$ cat src/rtl/irqagg_pkg.sv
package irqagg_pkg;

    localparam int ADDR_W = 2;

    localparam logic [ADDR_W-1:0] ADDR_STATUS = 2'd0;
    localparam logic [ADDR_W-1:0] ADDR_MASK   = 2'd1;
    localparam logic [ADDR_W-1:0] ADDR_RUN    = 2'd2;

    typedef enum logic [1:0] {
        S_IDLE   = 2'd0,
        S_ACTIVE = 2'd1,
        S_REARM  = 2'd2
    } agg_state_e;

endpackage

$ cat src/rtl/irqagg_regs.sv
module irqagg_regs
    import irqagg_pkg::*;
#(
    parameter int N_BANKS  = 4,
    parameter int N_PERIPH = 6,
    parameter int DATA_W   = 16
) (
    input  logic                  clk_i,
    input  logic                  rst_ni,
    input  logic                  wr_en_i,
    input  logic [ADDR_W-1:0]     addr_i,
    input  logic [DATA_W-1:0]     wr_data_i,
    output logic                  run_o,
    output logic [N_PERIPH:0]     mask_o,
    output logic [N_PERIPH-1:0]   clear_o
);
    localparam int STAT_W = N_BANKS + N_PERIPH;
    localparam int MASK_W = N_PERIPH + 1;

    logic              run_q;
    logic [MASK_W-1:0] mask_q;
    logic              wr_run;
    logic              wr_mask;
    logic              wr_status;

    always_comb begin
        wr_run    = wr_en_i && (addr_i == ADDR_RUN);
        wr_mask   = wr_en_i && (addr_i == ADDR_MASK) && run_q;
        wr_status = wr_en_i && (addr_i == ADDR_STATUS) && run_q;
    end

    // run control is the only word that accepts writes while frozen
    always_ff @(posedge clk_i or negedge rst_ni) begin
        if (!rst_ni) begin
            run_q <= 1'b0;
        end else if (wr_run) begin
            run_q <= wr_data_i[0];
        end
    end

    always_ff @(posedge clk_i or negedge rst_ni) begin
        if (!rst_ni) begin
            mask_q <= '0;
        end else if (wr_mask) begin
            mask_q <= wr_data_i[MASK_W-1:0];
        end
    end

    always_comb begin
        clear_o = wr_status ? wr_data_i[STAT_W-1:N_BANKS] : '0;
    end

    assign run_o  = run_q;
    assign mask_o = mask_q;

endmodule

$ cat src/rtl/irqagg_pending.sv
module irqagg_pending #(
    parameter int N_PERIPH = 6
) (
    input  logic                clk_i,
    input  logic                rst_ni,
    input  logic                run_i,
    input  logic [N_PERIPH-1:0] src_i,
    input  logic [N_PERIPH-1:0] clear_i,
    output logic [N_PERIPH-1:0] pend_o
);
    for (genvar k = 0; k < N_PERIPH; k++) begin : g_flag
        logic flag_q;

        // a request in the same cycle wins over a clear
        always_ff @(posedge clk_i or negedge rst_ni) begin
            if (!rst_ni) begin
                flag_q <= 1'b0;
            end else if (run_i) begin
                flag_q <= (flag_q & ~clear_i[k]) | src_i[k];
            end
        end

        assign pend_o[k] = flag_q;
    end

endmodule

$ cat src/rtl/irqagg_fsm.sv
module irqagg_fsm
    import irqagg_pkg::*;
(
    input  logic clk_i,
    input  logic rst_ni,
    input  logic run_i,
    input  logic cond_i,
    output logic irq_o
);
    agg_state_e state_q;
    agg_state_e state_d;

    always_comb begin
        state_d = state_q;
        unique case (state_q)
            S_IDLE:   state_d = cond_i ? S_ACTIVE : S_IDLE;
            S_ACTIVE: state_d = cond_i ? S_ACTIVE : S_REARM;
            S_REARM:  state_d = S_IDLE;
            default:  state_d = S_IDLE;
        endcase
    end

    always_ff @(posedge clk_i or negedge rst_ni) begin
        if (!rst_ni) begin
            state_q <= S_IDLE;
        end else if (run_i) begin
            state_q <= state_d;
        end
    end

    always_comb begin
        irq_o = (state_q == S_ACTIVE);
    end

endmodule

$ cat src/rtl/irq_aggregator.sv
module irq_aggregator
    import irqagg_pkg::*;
#(
    parameter int N_BANKS  = 4,
    parameter int N_PERIPH = 6,
    parameter int DATA_W   = 16
) (
    input  logic                clk_i,
    input  logic                rst_ni,
    input  logic [N_BANKS-1:0]  bank_sum_i,
    input  logic [N_PERIPH-1:0] src_i,
    input  logic                wr_en_i,
    input  logic [ADDR_W-1:0]   addr_i,
    input  logic [DATA_W-1:0]   wr_data_i,
    output logic [DATA_W-1:0]   rd_data_o,
    output logic                irq_o
);
    localparam int STAT_W = N_BANKS + N_PERIPH;
    localparam int MASK_W = N_PERIPH + 1;

    logic                run_q;
    logic [MASK_W-1:0]   mask_q;
    logic [N_PERIPH-1:0] clear_w;
    logic [N_PERIPH-1:0] pend_q;
    logic [STAT_W-1:0]   status_w;
    logic                cond_w;

    irqagg_regs #(
        .N_BANKS  (N_BANKS),
        .N_PERIPH (N_PERIPH),
        .DATA_W   (DATA_W)
    ) u_regs (
        .clk_i     (clk_i),
        .rst_ni    (rst_ni),
        .wr_en_i   (wr_en_i),
        .addr_i    (addr_i),
        .wr_data_i (wr_data_i),
        .run_o     (run_q),
        .mask_o    (mask_q),
        .clear_o   (clear_w)
    );

    irqagg_pending #(
        .N_PERIPH (N_PERIPH)
    ) u_pend (
        .clk_i   (clk_i),
        .rst_ni  (rst_ni),
        .run_i   (run_q),
        .src_i   (src_i),
        .clear_i (clear_w),
        .pend_o  (pend_q)
    );

    always_comb begin
        status_w = {pend_q, bank_sum_i};
        cond_w   = mask_q[0] &&
                   ((|bank_sum_i) || (|(pend_q & mask_q[MASK_W-1:1])));
    end

    irqagg_fsm u_fsm (
        .clk_i  (clk_i),
        .rst_ni (rst_ni),
        .run_i  (run_q),
        .cond_i (cond_w),
        .irq_o  (irq_o)
    );

    always_comb begin
        rd_data_o = '0;
        case (addr_i)
            ADDR_STATUS: rd_data_o[STAT_W-1:0] = status_w;
            ADDR_MASK:   rd_data_o[MASK_W-1:0] = mask_q;
            ADDR_RUN:    rd_data_o[0]          = run_q;
            default:     rd_data_o             = '0;
        endcase
    end

endmodule

$ cat config.mk
export PLATFORM = sky130hd
export DESIGN_NAME = irq_aggregator
export DESIGN_NICKNAME = d
export VERILOG_FILES = /design/src/rtl/irqagg_pkg.sv /design/src/rtl/irqagg_regs.sv /design/src/rtl/irqagg_pending.sv /design/src/rtl/irqagg_fsm.sv /design/src/rtl/irq_aggregator.sv
export SDC_FILE = /design/constraint.sdc
export NUM_CORES = 1
export LEC_CHECK = 0
export BUFFER_PORTS_ARGS = -buffer_cell sky130_fd_sc_hd__buf_4
export CORE_MARGIN = 2
export CORE_UTILIZATION = 45
export DETAILED_ROUTE_END_ITERATION = 10
export PLACE_DENSITY_LB_ADDON = 0.2
export SLEW_MARGIN = 20
export SYNTH_ARGS = -nofsm -noshare
export SYNTH_HDL_FRONTEND = slang
export SYNTH_HIERARCHICAL = 1
export SYNTH_SLANG_ARGS = --single-unit
$ cat constraint.sdc
create_clock -name clk_i -period 1.6 [get_ports clk_i]
set_input_delay 0.16 -clock clk_i [delete_from_list [all_inputs] [get_ports clk_i]]
set_output_delay 0.16 -clock clk_i [all_outputs]
set_load 0.02 [all_outputs]
==> summary.md, run 1 <==
| Metric | Value |
|---|---|
| Seq/Total Area, Yosys | `0.407` |
| Largest net degree at the start of global routing | `17` |
| Area Overhead vs Synth | `24.9%` |
| Minimum setup slack among reg-to-reg paths | `0.31 ns` |
| I/O Buffers | `35` |
| Worst Path Buf+Inv | `0` |
| Final period utilization | `0.809` |
| Antenna Cells | `0` |
| Clock root cell | `clkbuf_4` |
| Leading cell type in the layout, fill and taps excluded | `buf_4` |
| F_max | `0.773 GHz` |
| Status | `complete, no violations` |
| Initial core utilization | `0.491` |
| CP cell instances | `and4bb_2 > and2_1 > nand2_1 > a22o_2` |
| Internal Pwr Total | `0.881 mW` |
| Mux cell area share after synthesis | `0.173` |
| Die width | `50.8 µm` |
| # hold bufs at CTS | `1` |
| Fin area | `1230 µm²` |
| Initial DRT Pass Iterations | `4` |
| Count of final max-slew check failures | `0` |
| Grt ovf | `0` |
| Mapped Area | `983 µm²` |
| Minimum clock period | `1.29 ns` |
| Via/cell ratio | `5.23` |
| # rows | `16` |
| Worst-Skew Late Latency | `0.29 ns` |
| CP Launch Type | `register` |
| Share of power burned in registers | `0.451` |
| Kind of critical path | `reg -> reg` |
| First-pass GRT wire length | `3240 µm` |
| Sw Pwr | `0.431 mW` |
| Synth Warn # | `6` |
| Die area | `2580 µm²` |
| Finished Core Util | `0.614` |
| Clock transition at path regs | `0.10 ns` |
| Die height | `50.8 µm` |
| Clk pwr share | `0.205` |
| DP Area | `1180 µm²` |
| Total CTS buffers | `3` |
| CP max-delay cell | `dfrtp_1` |
| Drt wl/cell | `13.1 µm` |
| Data arrival, critical path | `1.47 ns` |
| Pwr dens | `1070 nW/µm²` |
| Synth unique cells | `20` |
| CTS H-tree depth | `1` |
| Share of the synthesized area in the top cell type | `0.407` |
| Nets@finish | `155` |
| Compound-Gate Fraction of Synth Area | `0.0980` |
| Antenna violations before repair | `0` |
| Most frequent cells in the layout | `buf_4, dfrtp_1, and2_1` |
| Synth area leader | `dfrtp_1` |
| Worst hold margin | `0.0873 ns` |
| Via count | `784` |
| Synth Area in XOR/XNOR | `0` |
| Core box area | `2000 µm²` |
| Family with the most delay on the worst path | `simple AND/OR/NAND/NOR gates` |
| I/O pin cnt | `48` |
| CTS tree | `done` |
| Final Hold Fails | `0` |
| Total negative setup slack | `0 ns` |
| Worst r2r src | `u_regs/run_o` |
| Hold path start | `src_i[0]` |
| Post_cts resized | `0` |
| Share of cells above drive strength 1 | `0.423` |
| Post-synthesis cell count | `92` |
| Syn avg cell area | `10.7 µm²` |
| Post-Synth Adder-Cell Area | `0` |
| RD Place Congestion | `0.761` |
| Fill count | `187` |
| Worst Setup End Kind | `register` |
| CP Max Fanout | `6` |
| Unrepaired setup endpoints after global routing | `false` |
| Worst Path Required | `1.78 ns` |
| Comb pwr share | `0.343` |
| Dominant cells by area after synthesis | `dfrtp_1, buf_4, mux2_2, mux2i_1, and2_1` |
| CTS max path bufs | `2` |
| Routed WL | `1970 µm` |
| Detailed placement HPWL | `1490 µm` |
| Critical Path Max Stage Delay | `0.46 ns` |
| Yosys reg bits | `16` |
| Design Power | `1.31 mW` |
| Switching share of total power | `0.328` |
| Combinational family with the most area after synthesis | `simple AND/OR/NAND/NOR gates` |
| Min-Delay Path Class | `in -> reg` |
| Postcts setup bufs | `0` |
| Max VDD drop | `559 µV` |
| Gr usage total | `0.169` |
| DR iter-0 viols | `11` |
| Critical path origin | `u_regs/run_o` |
| Antenna viol nets, final | `0` |
| P_leak | `0.610 nW` |
| Vias in the first global route | `716` |
| CTS Sinks | `16` |
| Final setup viols | `0` |
| Max-Cap Viols | `0` |
| Simple-Gate Fraction of Synth Area | `0.184` |
| Remaining DRCs | `0` |
| Clock skew | `0.00836 ns` |
[Yosys cell counts, drive strengths merged]
cell / count
dfrtp: 16
buf: 15
and2: 9
mux2: 8
mux2i: 8
nor2: 8
a22o: 6
nand2: 6
nand3b: 4
a22oi: 3
inv: 2
o21ai: 2
a41oi: 1
and4bb: 1
conb: 1
nand4b: 1
nor4: 1
[stage by stage]
stage	instances	setup slack, ns
4_1_cts	150	0.307
3_5_place_dp	145	0.333
2_1_floorplan	97	0.322
3_3_place_gp	145	0.359
6_report	150	0.306
5_1_grt	150	0.238
[area by class of cell]
class                      instances  area [µm²]  share of cell area
inverter                           2        7.51             0.00611
clock buffer                       4        36.3              0.0295
timing repair buffer              37         280               0.228
tap                               27        33.8              0.0275
multi-input combinational         64         470               0.383
sequential                        16         400               0.326
[final timing paths]
kind	end	cells after the start
max in group asynchronous	u_regs/mask_o[0]	2
hold reg to reg	u_fsm/state_q[1]	1
setup / recovery	u_pend/g_flag[2].flag_q	4
hold / removal	u_pend/g_flag[0].flag_q	2
min in group asynchronous	u_regs/run_o	2
setup reg to reg	u_pend/g_flag[2].flag_q	4
[registers in the layout, summed over array words and instances (netlist names)]
name                  cells
u_fsm/state_q             2
u_regs/run_o              1
u_pend/g_flag.flag_q      6
u_regs/mask_o             7
[routing by layer]
| metal | routed length (µm) | vias to the layer above | global-route usage |
|---|---|---|---|
| met5 | 0 | - | 0 |
| met4 | 27 | 0 | 0.0676 |
| met3 | 177 | 4 | 0.0327 |
| met2 | 951 | 37 | 0.274 |
| met1 | 812 | 379 | 0.221 |
| li1 | - | 364 | - |
[kinds of logic (layout without fill, tap and decap cells)]
group / Yosys count / in the layout
flops: 16 / 16
other cells: 1 / 6
compound gates: 12 / 12
simple gates: 30 / 30
mux: 16 / 16
buf+inv: 17 / 43
[power by group through the flow]
| stage | Sequential, mW | Clock (mW) | Combinational, mW |
|---|---|---|---|
| after floorplan | 0.577 | 0 | 0.326 |
| after global placement | 0.593 | 0 | 0.440 |
| after detailed placement | 0.600 | 0 | 0.451 |
| after CTS | 0.592 | 0.276 | 0.456 |
| after global routing | 0.608 | 0.292 | 0.493 |
| final | 0.592 | 0.269 | 0.451 |
(Power assumes the default switching activity.)
==> run 2, diff against run 1 <==
Settings changed: CORE_UTILIZATION 45 to 40.
Clock period 1.6 ns to 1.1 ns, I/O delays scaled along.
==> summary.md, run 2 (synthesis gave the netlist of run 1 again) <==
| Metric | Value |
|---|---|
| Via count | `883` |
| Metal2 WL | `1260 µm` |
| Worst Path Required | `0.99 ns` |
| Die area | `2870 µm²` |
| Antenna viol nets, final | `0` |
| Antenna Cells | `0` |
| Minimum clock period | `1.33 ns` |
| CP Max Fanout | `2` |
| Min-Delay Path Class | `in -> reg` |
| Design Power | `2.44 mW` |
| I/O pin cnt | `48` |
| CTS tree | `done` |
| Drt wl/cell | `14.4 µm` |
| CTS H-tree depth | `1` |
| Most frequent cells in the layout | `buf_4, buf_6, dfrtp_1, mux2i_1, mux2_4` |
| Family with the most delay on the worst path | `flip-flops` |
| Worst Setup End Kind | `primary output` |
| Finished Core Util | `0.672` |
| Max VDD drop | `1040 µV` |
| Data arrival, critical path | `1.22 ns` |
| DR iter-0 viols | `8` |
| Share of cells above drive strength 1 | `0.575` |
| Via/cell ratio | `5.07` |
| Largest net degree at the start of global routing | `17` |
| Detailed placement HPWL | `1690 µm` |
| Max Used Layer | `met4` |
| Count of final max-slew check failures | `0` |
| Fill count | `172` |
| CP max-delay cell | `dfrtp_2` |
| Clock root cell | `clkbuf_4` |
| Antenna violations before repair | `0` |
| Die width | `53.6 µm` |
| Worst-Skew Late Latency | `0.30 ns` |
| Routed WL | `2500 µm` |
| Total CTS buffers | `3` |
| Final setup viols | `26` |
| Final Hold Fails | `0` |
| Unrepaired setup endpoints after global routing | `true` |
| Pre-CTS setup slack | `-0.0743 ns` |
| Nets@finish | `178` |
| # rows | `17` |
| Pwr dens | `1600 nW/µm²` |
| Failing checks | `negative setup slack` |
| Worst Path Buf+Inv | `3` |
| Grt ovf | `0` |
| WL met1 | `1070 µm` |
| FF-to-FF path depth | `4` |
| Vias in the first global route | `894` |
| Leading cell type in the layout, fill and taps excluded | `buf_4` |
| CTS max path bufs | `2` |
| CTS Sinks | `16` |
| CP cell instances | `buf_6 > buf_6 > nand3b_1 > o21ai_1 > buf_4` |
| Max reg flops | `7` |
| Kind of critical path | `reg -> out` |
| P_leak | `0.784 nW` |
| Worst hold margin | `0.0310 ns` |
| Remaining DRCs | `0` |
| Final period utilization | `1.21` |
| Core box area | `2280 µm²` |
| Max-Cap Viols | `0` |
| Most used cell, CP | `buf_6` |
| I/O Buffers | `35` |
| Die height | `53.6 µm` |
| CP Launch Type | `register` |
| Clock transition at path regs | `0.10 ns` |
| Met3 wire len | `108 µm` |
| Clock skew | `0.00279 ns` |
| Gr usage total | `0.205` |
| RD Place Congestion | `0.740` |
| CP Depth | `5` |
| Initial DRT Pass Iterations | `4` |
| Hold Path Cell Cnt | `2` |
| Post-route worst setup slack | `-0.229 ns` |
| Initial core utilization | `0.432` |
| Area Overhead vs Synth | `55.5%` |
| Critical Path Max Stage Delay | `0.42 ns` |
| F_max | `0.752 GHz` |
| First-pass GRT wire length | `4040 µm` |
| Status | `complete, but fails checks` |
==> run 2: cell count changes in the layout (fill, tap and decap cells not counted), moves of 3 or more <==
cell    delta
buf_6     +18
mux2_2     -8
mux2_4     +8
buf_4      +5
and2_1     -3
and2_4     +3
==> run 2: path summary, 6_finish.rpt <==
check | startpoint | endpoint | slack, ns
max | u_regs/run_o | rd_data_o[0] | -0.23
min | src_i[5] | u_pend/g_flag[5].flag_q | 0.03
max reg2reg | u_regs/run_o | u_regs/mask_o[4] | -0.19
min reg2reg | u_fsm/state_q[1] | u_fsm/state_q[1] | 0.52
max in group asynchronous | rst_ni | u_regs/run_o | 0.70
min in group asynchronous | rst_ni | u_pend/g_flag[1].flag_q | 0.20
==> run 2: stage by stage <==
| step | std cells | TNS (ns) | area [µm²] |
|---|---|---|---|
| finish | 174 | -3.89 | 1530 |
| global route | 174 | -5.44 | 1530 |
| CTS | 172 | -3.93 | 1490 |
| detailed placement | 160 | -0.763 | 1290 |
| global placement | 160 | -0.526 | 1290 |
| floorplan | 97 | -0.384 | 1010 |
==> run 2: layout make-up <==
type                            count  area, µm²  area share
Inverter                            2       7.51     0.00491
Clock buffer                        4       36.3      0.0237
Multi-Input combinational cell     64        528       0.345
Timing Repair Buffer               60        520       0.340
Sequential cell                    16        402       0.263
Tap cell                           28       35.0      0.0229
==> run 2: where the power goes <==
part / internal [mW] / switching, mW
clock network: 0.202 / 0.206
registers: 0.738 / 0.127
logic: 0.722 / 0.446
==> run 2: worst reg2reg max path: cells and delay by family, from the launching register on <==
family / cells / cell delay, ns
simple gates: 1 / 0.19
flops: 1 / 0.42
buf+inv: 2 / 0.25
mux: 1 / 0.33
==> run 2: per-layer routing <==
| layer | up-vias | global-route usage |
|---|---|---|
| met5 | - | 0 |
| met4 | 0 | 0.128 |
| met3 | 6 | 0.0389 |
| met2 | 29 | 0.331 |
| met1 | 435 | 0.251 |
| li1 | 413 | - |
==> run 2: what timing repair did <==
action,4_1_cts,5_1_grt
hold endpoints to repair,16,0
gates resized for setup,25,9
hold buffers,1,0
buffers inserted,7,2
setup endpoints to repair,24,26
pin swaps,6,5
